### src/rtl/srm_pkg.sv
package srm_pkg;

  // Strobes from the sequencer to the shift datapath
  typedef struct packed {
    logic loadShift;  // start a frame this edge
    logic usePrev;    // frame payload is the stored previous word
    logic capture;    // conversion ends: store the result input
  } srm_strobe_t;

  typedef enum logic [1:0] {
    ST_IDLE = 2'd0,
    ST_CONV = 2'd1,
    ST_SEND = 2'd2
  } srm_state_t;

endpackage

### src/rtl/srm_ctrl.sv
module srm_ctrl
  import srm_pkg::*;
#(
  parameter int CONV_CYCLES = 300
) (
  input  logic        clk,
  input  logic        rst,
  input  logic        convStart,
  input  logic        readDuring,
  input  logic        frameActive,
  input  logic        frameDone,
  output srm_strobe_t strobe,
  output logic        busy
);

  localparam int CNT_W = $clog2(CONV_CYCLES + 1);

  srm_state_t state;
  logic [CNT_W-1:0] convCnt;
  logic modeDuring;
  logic accept;
  logic convEnd;

  assign accept  = (state == ST_IDLE) && !frameActive && convStart;
  assign convEnd = (state == ST_CONV) && (convCnt == '0);
  assign busy    = (state != ST_IDLE);

  always_comb begin
    strobe.loadShift = (accept && readDuring) || (convEnd && !modeDuring);
    strobe.usePrev   = accept && readDuring;
    strobe.capture   = convEnd;
  end

  always_ff @(posedge clk) begin
    if (rst) begin
      state      <= ST_IDLE;
      convCnt    <= '0;
      modeDuring <= 1'b0;
    end else begin
      unique case (state)
        ST_IDLE: begin
          if (accept) begin
            state      <= ST_CONV;
            convCnt    <= CNT_W'(CONV_CYCLES - 1);
            modeDuring <= readDuring;
          end
        end
        ST_CONV: begin
          if (convEnd) begin
            state <= modeDuring ? ST_IDLE : ST_SEND;
          end else begin
            convCnt <= convCnt - 1'b1;
          end
        end
        ST_SEND: begin
          if (frameDone) state <= ST_IDLE;
        end
        default: state <= ST_IDLE;
      endcase
    end
  end


  start_accept_chk: assert property (@(posedge clk) disable iff (rst)
    $rose(busy) |-> $past(convStart));


  after_release_chk: assert property (@(posedge clk) disable iff (rst)
    ($fell(busy) && !modeDuring) |-> $past(frameDone));


  conv_range_chk: assert property (@(posedge clk) disable iff (rst)
    (state == ST_CONV) |-> (convCnt < CNT_W'(CONV_CYCLES)));


  send_mode_chk: assert property (@(posedge clk) disable iff (rst)
    (state == ST_SEND) |-> (!modeDuring && frameActive));

endmodule

### src/rtl/srm_datapath.sv
module srm_datapath
  import srm_pkg::*;
#(
  parameter int DATA_W = 18,
  parameter int DIV_W  = 2
) (
  input  logic              clk,
  input  logic              rst,
  input  srm_strobe_t       strobe,
  input  logic [DATA_W-1:0] resultIn,
  input  logic [DIV_W-1:0]  divSel,
  input  logic              sclkInv,
  input  logic              syncInv,
  output logic              sclkOut,
  output logic              sdOut,
  output logic              syncOut,
  output logic              frameActive,
  output logic              frameDone
);

  localparam int PH_W  = (1 << DIV_W) - 1;
  localparam int BIT_W = $clog2(DATA_W);

  logic [DATA_W-1:0] prevWord;
  logic [DATA_W-1:0] shiftReg;
  logic [DATA_W-1:0] loadWord;
  logic [BIT_W-1:0]  bitCnt;
  logic [PH_W-1:0]   phaseCnt;
  logic [PH_W-1:0]   halfLast;
  logic [PH_W:0]     halfFull;
  logic              sclkRaw;
  logic              active;
  logic              phaseEnd;
  logic              lastBit;

  assign loadWord = strobe.usePrev ? prevWord : resultIn;
  assign halfFull = {{PH_W{1'b0}}, 1'b1} << divSel;
  assign phaseEnd = (phaseCnt == halfLast);
  assign lastBit  = (bitCnt == BIT_W'(DATA_W - 1));
  assign frameDone = active && sclkRaw && phaseEnd && lastBit;

  always_ff @(posedge clk) begin
    if (rst) begin
      prevWord <= '0;
    end else if (strobe.capture) begin
      prevWord <= resultIn;
    end
  end

  always_ff @(posedge clk) begin
    if (rst) begin
      shiftReg <= '0;
      bitCnt   <= '0;
      phaseCnt <= '0;
      halfLast <= '0;
      sclkRaw  <= 1'b0;
      active   <= 1'b0;
    end else if (strobe.loadShift) begin
      shiftReg <= loadWord;
      bitCnt   <= '0;
      phaseCnt <= '0;
      halfLast <= PH_W'(halfFull - 1'b1);
      sclkRaw  <= 1'b0;
      active   <= 1'b1;
    end else if (active) begin
      if (phaseEnd) begin
        phaseCnt <= '0;
        if (!sclkRaw) begin
          sclkRaw <= 1'b1;
        end else begin
          sclkRaw <= 1'b0;
          if (lastBit) begin
            active   <= 1'b0;
            shiftReg <= '0;
          end else begin
            shiftReg <= {shiftReg[DATA_W-2:0], 1'b0};
            bitCnt   <= bitCnt + 1'b1;
          end
        end
      end else begin
        phaseCnt <= phaseCnt + 1'b1;
      end
    end
  end

  assign sclkOut     = sclkRaw ^ sclkInv;
  assign syncOut     = active ^ syncInv;
  assign sdOut       = shiftReg[DATA_W-1];
  assign frameActive = active;


  idle_clear_chk: assert property (@(posedge clk) disable iff (rst)
    !active |-> (shiftReg == '0 && !sclkRaw));


  bit_range_chk: assert property (@(posedge clk) disable iff (rst)
    active |-> (bitCnt < BIT_W'(DATA_W)));


  sdout_fall_chk: assert property (@(posedge clk) disable iff (rst)
    (active && $past(active) && (sdOut != $past(sdOut))) |-> $fell(sclkRaw));


  phase_range_chk: assert property (@(posedge clk) disable iff (rst)
    active |-> (phaseCnt <= halfLast));


  no_reload_chk: assert property (@(posedge clk) disable iff (rst)
    active |-> !strobe.loadShift);

endmodule

### src/rtl/serial_result_master.sv
module serial_result_master
  import srm_pkg::*;
#(
  parameter int DATA_W      = 18,
  parameter int DIV_W       = 2,
  parameter int CONV_CYCLES = 300
) (
  input  logic              clk,
  input  logic              rst,
  input  logic              convStart,
  input  logic [DATA_W-1:0] resultIn,
  input  logic              readDuring,
  input  logic [DIV_W-1:0]  divSel,
  input  logic              sclkInv,
  input  logic              syncInv,
  output logic              sclkOut,
  output logic              sdOut,
  output logic              syncOut,
  output logic              busyOut
);

  srm_strobe_t strobe;
  logic frameActive;
  logic frameDone;

  srm_ctrl #(
    .CONV_CYCLES(CONV_CYCLES)
  ) i_ctrl (
    .clk        (clk),
    .rst        (rst),
    .convStart  (convStart),
    .readDuring (readDuring),
    .frameActive(frameActive),
    .frameDone  (frameDone),
    .strobe     (strobe),
    .busy       (busyOut)
  );

  srm_datapath #(
    .DATA_W(DATA_W),
    .DIV_W (DIV_W)
  ) i_datapath (
    .clk        (clk),
    .rst        (rst),
    .strobe     (strobe),
    .resultIn   (resultIn),
    .divSel     (divSel),
    .sclkInv    (sclkInv),
    .syncInv    (syncInv),
    .sclkOut    (sclkOut),
    .sdOut      (sdOut),
    .syncOut    (syncOut),
    .frameActive(frameActive),
    .frameDone  (frameDone)
  );

endmodule

### config.mk
export PLATFORM = sky130hd
export DESIGN_NAME = serial_result_master
export DESIGN_NICKNAME = d
export VERILOG_FILES = /design/src/rtl/srm_pkg.sv /design/src/rtl/srm_ctrl.sv /design/src/rtl/srm_datapath.sv /design/src/rtl/serial_result_master.sv
export SDC_FILE = /design/constraint.sdc
export NUM_CORES = 1
export LEC_CHECK = 0
export BUFFER_PORTS_ARGS = -buffer_cell sky130_fd_sc_hd__buf_2
export CORE_ASPECT_RATIO = 0.6
export CORE_UTILIZATION = 37
export CTS_CLUSTER_DIAMETER = 30
export DETAILED_ROUTE_END_ITERATION = 10
export HOLD_SLACK_MARGIN = 0.1
export REMOVE_ABC_BUFFERS = 1
export SYNTH_ARGS = -nofsm -noshare
export SYNTH_HDL_FRONTEND = slang
export SYNTH_SLANG_ARGS = --single-unit
### constraint.sdc
create_clock -name clk -period 3.2 [get_ports clk]
set_input_delay 0.32 -clock clk [delete_from_list [all_inputs] [get_ports clk]]
set_output_delay 0.32 -clock clk [all_outputs]
set_load 0.1 [all_outputs]
==> metrics.csv <==
stage;metric;value;unit
routing;detailroute.via_count;2502;
setup_path;critPathMaxFanout;18;
yosys;yosys-top-cells-area;sky130_fd_sc_hd__dfxtp_1 42%, sky130_fd_sc_hd__nand2_1 8.0%, sky130_fd_sc_hd__mux2i_1 6.2%;
global_routing;grt_start_max_net_pins;29;
hold_path;holdCritStartpoint;resultIn[1];
yosys;synth_enable_flop_cells;0;
layout;number_of_diodes_added_for_antenna_fixing;0;
routing;drtPass1Iterations;4;
pwr;clkPwrFrac;0.416;
yosys;syn_inst;345;
yosys;synth.distinct_cells;45;
clock_tree;cts.hold.buffers_added;0;
layout;area_growth_syn_to_layout;18.0;%
pwr;worst_ir_drop_vdd;0.280;mV
clock_tree;cts.clk_slew.worst_paths;0.05;ns
sta;final_hold_viol_count;0;
sta;timing.final.ws_setup;0.700;ns
yosys;ys_dominant_reg_cell;sky130_fd_sc_hd__dfxtp_1;
floorplanning;die_area;8240;µm²
yosys;synth.yosys.seq_area_share;0.420;
yosys;synth-seq-cells;61;
layout;n_fill_cell;771;
sta;worst_slew_pin_slew;0.637;ns
flow_run;maxCapViolCount;0;
pwr;static-leakage-power;1.32;nW
sta;grt_setup_unrepaired;no;
setup_path;worstSetupEndpointType;flip-flop;
clock_tree;cts.htree.levels;3;
hold_path;whs_endpoint;i_datapath.prevWord[1];
pwr;p_per_area;654;nW/µm²
setup_path;critical_path_class;reg2reg;
setup_path;r2r_path_start;i_ctrl.convCnt[0];
routing;drt-total-wl;6980;µm
yosys;syn-mean-instance-area;8.44;µm²
yosys;post_synth_most_frequent_cells;62 x sky130_fd_sc_hd__nand2_1, 61 x sky130_fd_sc_hd__dfxtp_1, 34 x sky130_fd_sc_hd__a21oi_1, 22 x sky130_fd_sc_hd__nand3_1;
clock_tree;postcts_resize_cnt;0;
layout;post_layout_utilization_of_the_core;0.461;
clock_tree;cts-buffers-inserted;9;
pwr;power_report.internal_total;1.57;mW
routing;via_per_inst;5.25;
global_routing;grt_overflow_total;0;
floorplanning;die-width;116;µm
routing;drt-wirelength-per-cell;14.6;µm
pwr;switching_power;673;µW
routing;ant_nets;0;
sta;final_min_period_over_clock_period;0.781;
hold_path;hold_path.class;in2reg;
hold_path;timing.hold.worst_path_depth;3;
yosys;ys.warnings.count;0;
floorplanning;placeableCoreArea;7450;µm²
pwr;power.share.sequential;0.390;
setup_path;reg2reg_setup_slack;0.70;ns
sta;max_freq;400;MHz
clock_tree;clockBufferDepth;2;
clock_tree;cts_sinks;61;
yosys;synth_most_common_cell;sky130_fd_sc_hd__nand2_1;
floorplanning;initial_core_utilization;0.391;
floorplanning;design.portCount;30;
floorplanning;rows;24;
setup_path;worstRegToRegCells;6;
floorplanning;die-height;70.7;µm
setup_path;reg2reg_to;i_datapath.prevWord[8];
global_routing;number_of_antenna_violations_at_the_first_check_in_global_routing;0;
yosys;syn-cell-area;2910;µm²
sta;setup-tns-final;0;ns
yosys;synth_area_leader_cell;sky130_fd_sc_hd__dfxtp_1;
sta;timing.clock.skew;0.00753;ns
sta;worst_slew_margin_rel;0.575;
sta;report.final.slew_viol_count;0;
sta;fin_worst_hold_slack;0.245;ns
placement;hpwl;4550;µm
sta;timing.final.setup_violations;0;
yosys;synth_async_sr_flop_share;0;
placement;post_placement_worst_setup_slack;0.716;ns
clock_tree;cts_root_buffer;sky130_fd_sc_hd__clkbuf_16;
pwr;power_switching_share;0.300;
layout;design.final.nets;400;
setup_path;arrival;2.70;ns
global_routing;global_route_usage_over_all_layers;0.191;
setup_path;startpoint_type;flip-flop;
layout;layout_cell_share_with_drive_strength_beyond_1;0.155;
clock_tree;clock_latency;0.33;ns
clock_tree;cts_tree;yes;
global_routing;grt_pass1_wl;11900;µm
pwr;share_of_power_burned_in_combinational_logic;0.193;
setup_path;critical_path_rt;3.40;ns
global_routing;grt_pass1_vias;2366;
placement;placement.io_buffers;29;
sta;finalWorstPathRequiredPeriod;2.50;ns
routing;final_routed_drc_violation_total;0;
outcome;outcome;finished clean;
yosys;yosysTopAreaCellShare;0.420;
routing;dr.first_iter.drc_count;226;
clock_tree;post_cts.repair.setup_buffers;0;
placement;gp_congestion;0.793;
-- area by class of cell --
class / count / area (µm²) / area share
multi-input combinational: 253 / 1570 / 0.456
clock inverter: 2 / 35.0 / 0.0102
clock buffer: 12 / 246 / 0.0718
inverter: 8 / 30.0 / 0.00875
timing repair buffer: 37 / 205 / 0.0598
tap: 104 / 130 / 0.0379
sequential: 61 / 1220 / 0.356
-- stage by stage --
step                area (µm²)  power, mW  cells
finish                    3430       2.25    477
global route              3430       2.36    477
detailed placement        3150       1.32    463
CTS                       3430       2.27    477
floorplan                 2800       1.19    322
global placement          3150       1.31    463
-- critical path, cell delays in order (launching register included) --
cell                      delay (ns)
sky130_fd_sc_hd__dfxtp_1        0.33
sky130_fd_sc_hd__inv_1          0.06
sky130_fd_sc_hd__ha_1           0.18
sky130_fd_sc_hd__or4b_1         0.65
sky130_fd_sc_hd__or4_1          0.90
sky130_fd_sc_hd__nand2_1        0.18
sky130_fd_sc_hd__a21oi_1        0.07
-- cells in the final DEF, fill, tap and decap left out, types with 5 or more instances in the layout --
master,n
sky130_fd_sc_hd__or3_1,6
sky130_fd_sc_hd__o21ai_0,11
sky130_fd_sc_hd__nor2_1,5
sky130_fd_sc_hd__or4_1,6
sky130_fd_sc_hd__o211ai_1,17
sky130_fd_sc_hd__mux2i_1,18
sky130_fd_sc_hd__nand2_1,62
sky130_fd_sc_hd__dfxtp_1,61
sky130_fd_sc_hd__buf_4,8
sky130_fd_sc_hd__nor3_1,7
sky130_fd_sc_hd__clkbuf_16,9
sky130_fd_sc_hd__a21oi_1,34
sky130_fd_sc_hd__nand3_1,22
sky130_fd_sc_hd__buf_2,29
sky130_fd_sc_hd__nor2b_1,18
sky130_fd_sc_hd__inv_1,8
-- kinds of logic after synthesis --
| family | synth area share |
|---|---|
| fa+ha+maj | 0.0172 |
| xor+xnor | 0.0211 |
| flops | 0.420 |
| mux | 0.0619 |
| compound gates | 0.172 |
| simple gates | 0.258 |
| buf+inv | 0.0499 |
-- power groups by stage --
| stage | registers [mW] | logic [mW] | clock network [mW] |
|---|---|---|---|
| finish | 0.876 | 0.434 | 0.935 |
| floorplan | 0.879 | 0.310 | 0 |
| global placement | 0.888 | 0.425 | 0 |
| CTS | 0.875 | 0.434 | 0.956 |
| detailed placement | 0.891 | 0.432 | 0 |
| global route | 0.886 | 0.480 | 0.993 |
-- how the worst max path moves through the flow --
stage	depth (start not counted)	from	to
floorplan	6	i_ctrl.convCnt[0]	i_datapath.halfLast[1]
detailed placement	6	i_ctrl.convCnt[0]	i_datapath.prevWord[8]
global placement	6	i_ctrl.convCnt[0]	i_datapath.prevWord[9]
CTS	6	i_ctrl.convCnt[0]	i_datapath.prevWord[8]
finish	6	i_ctrl.convCnt[0]	i_datapath.prevWord[8]
global route	6	i_ctrl.convCnt[0]	i_datapath.prevWord[13]
-- metal layers --
| layer | share of wire | vias to the layer above | track usage | wire length (µm) |
|---|---|---|---|---|
| li1 | - | 1281 | - | - |
| met1 | 0.51 | 1140 | 0.271 | 3530 |
| met2 | 0.41 | 71 | 0.269 | 2870 |
| met3 | 0.070 | 10 | 0.0651 | 492 |
| met4 | 0.013 | 0 | 0.0641 | 89 |
| met5 | 0 | - | 0 | 0 |
-- registers in the layout, indices dropped and copies added, names as in the netlist --
name / count
i_ctrl.convCnt: 9
i_datapath.sclkRaw: 1
i_datapath.frameActive: 1
i_ctrl.state: 2
i_datapath.shiftReg: 18
i_datapath.halfLast: 3
i_datapath.phaseCnt: 3
i_ctrl.modeDuring: 1
i_datapath.bitCnt: 5
i_datapath.prevWord: 18
(Power assumes the default switching activity.)
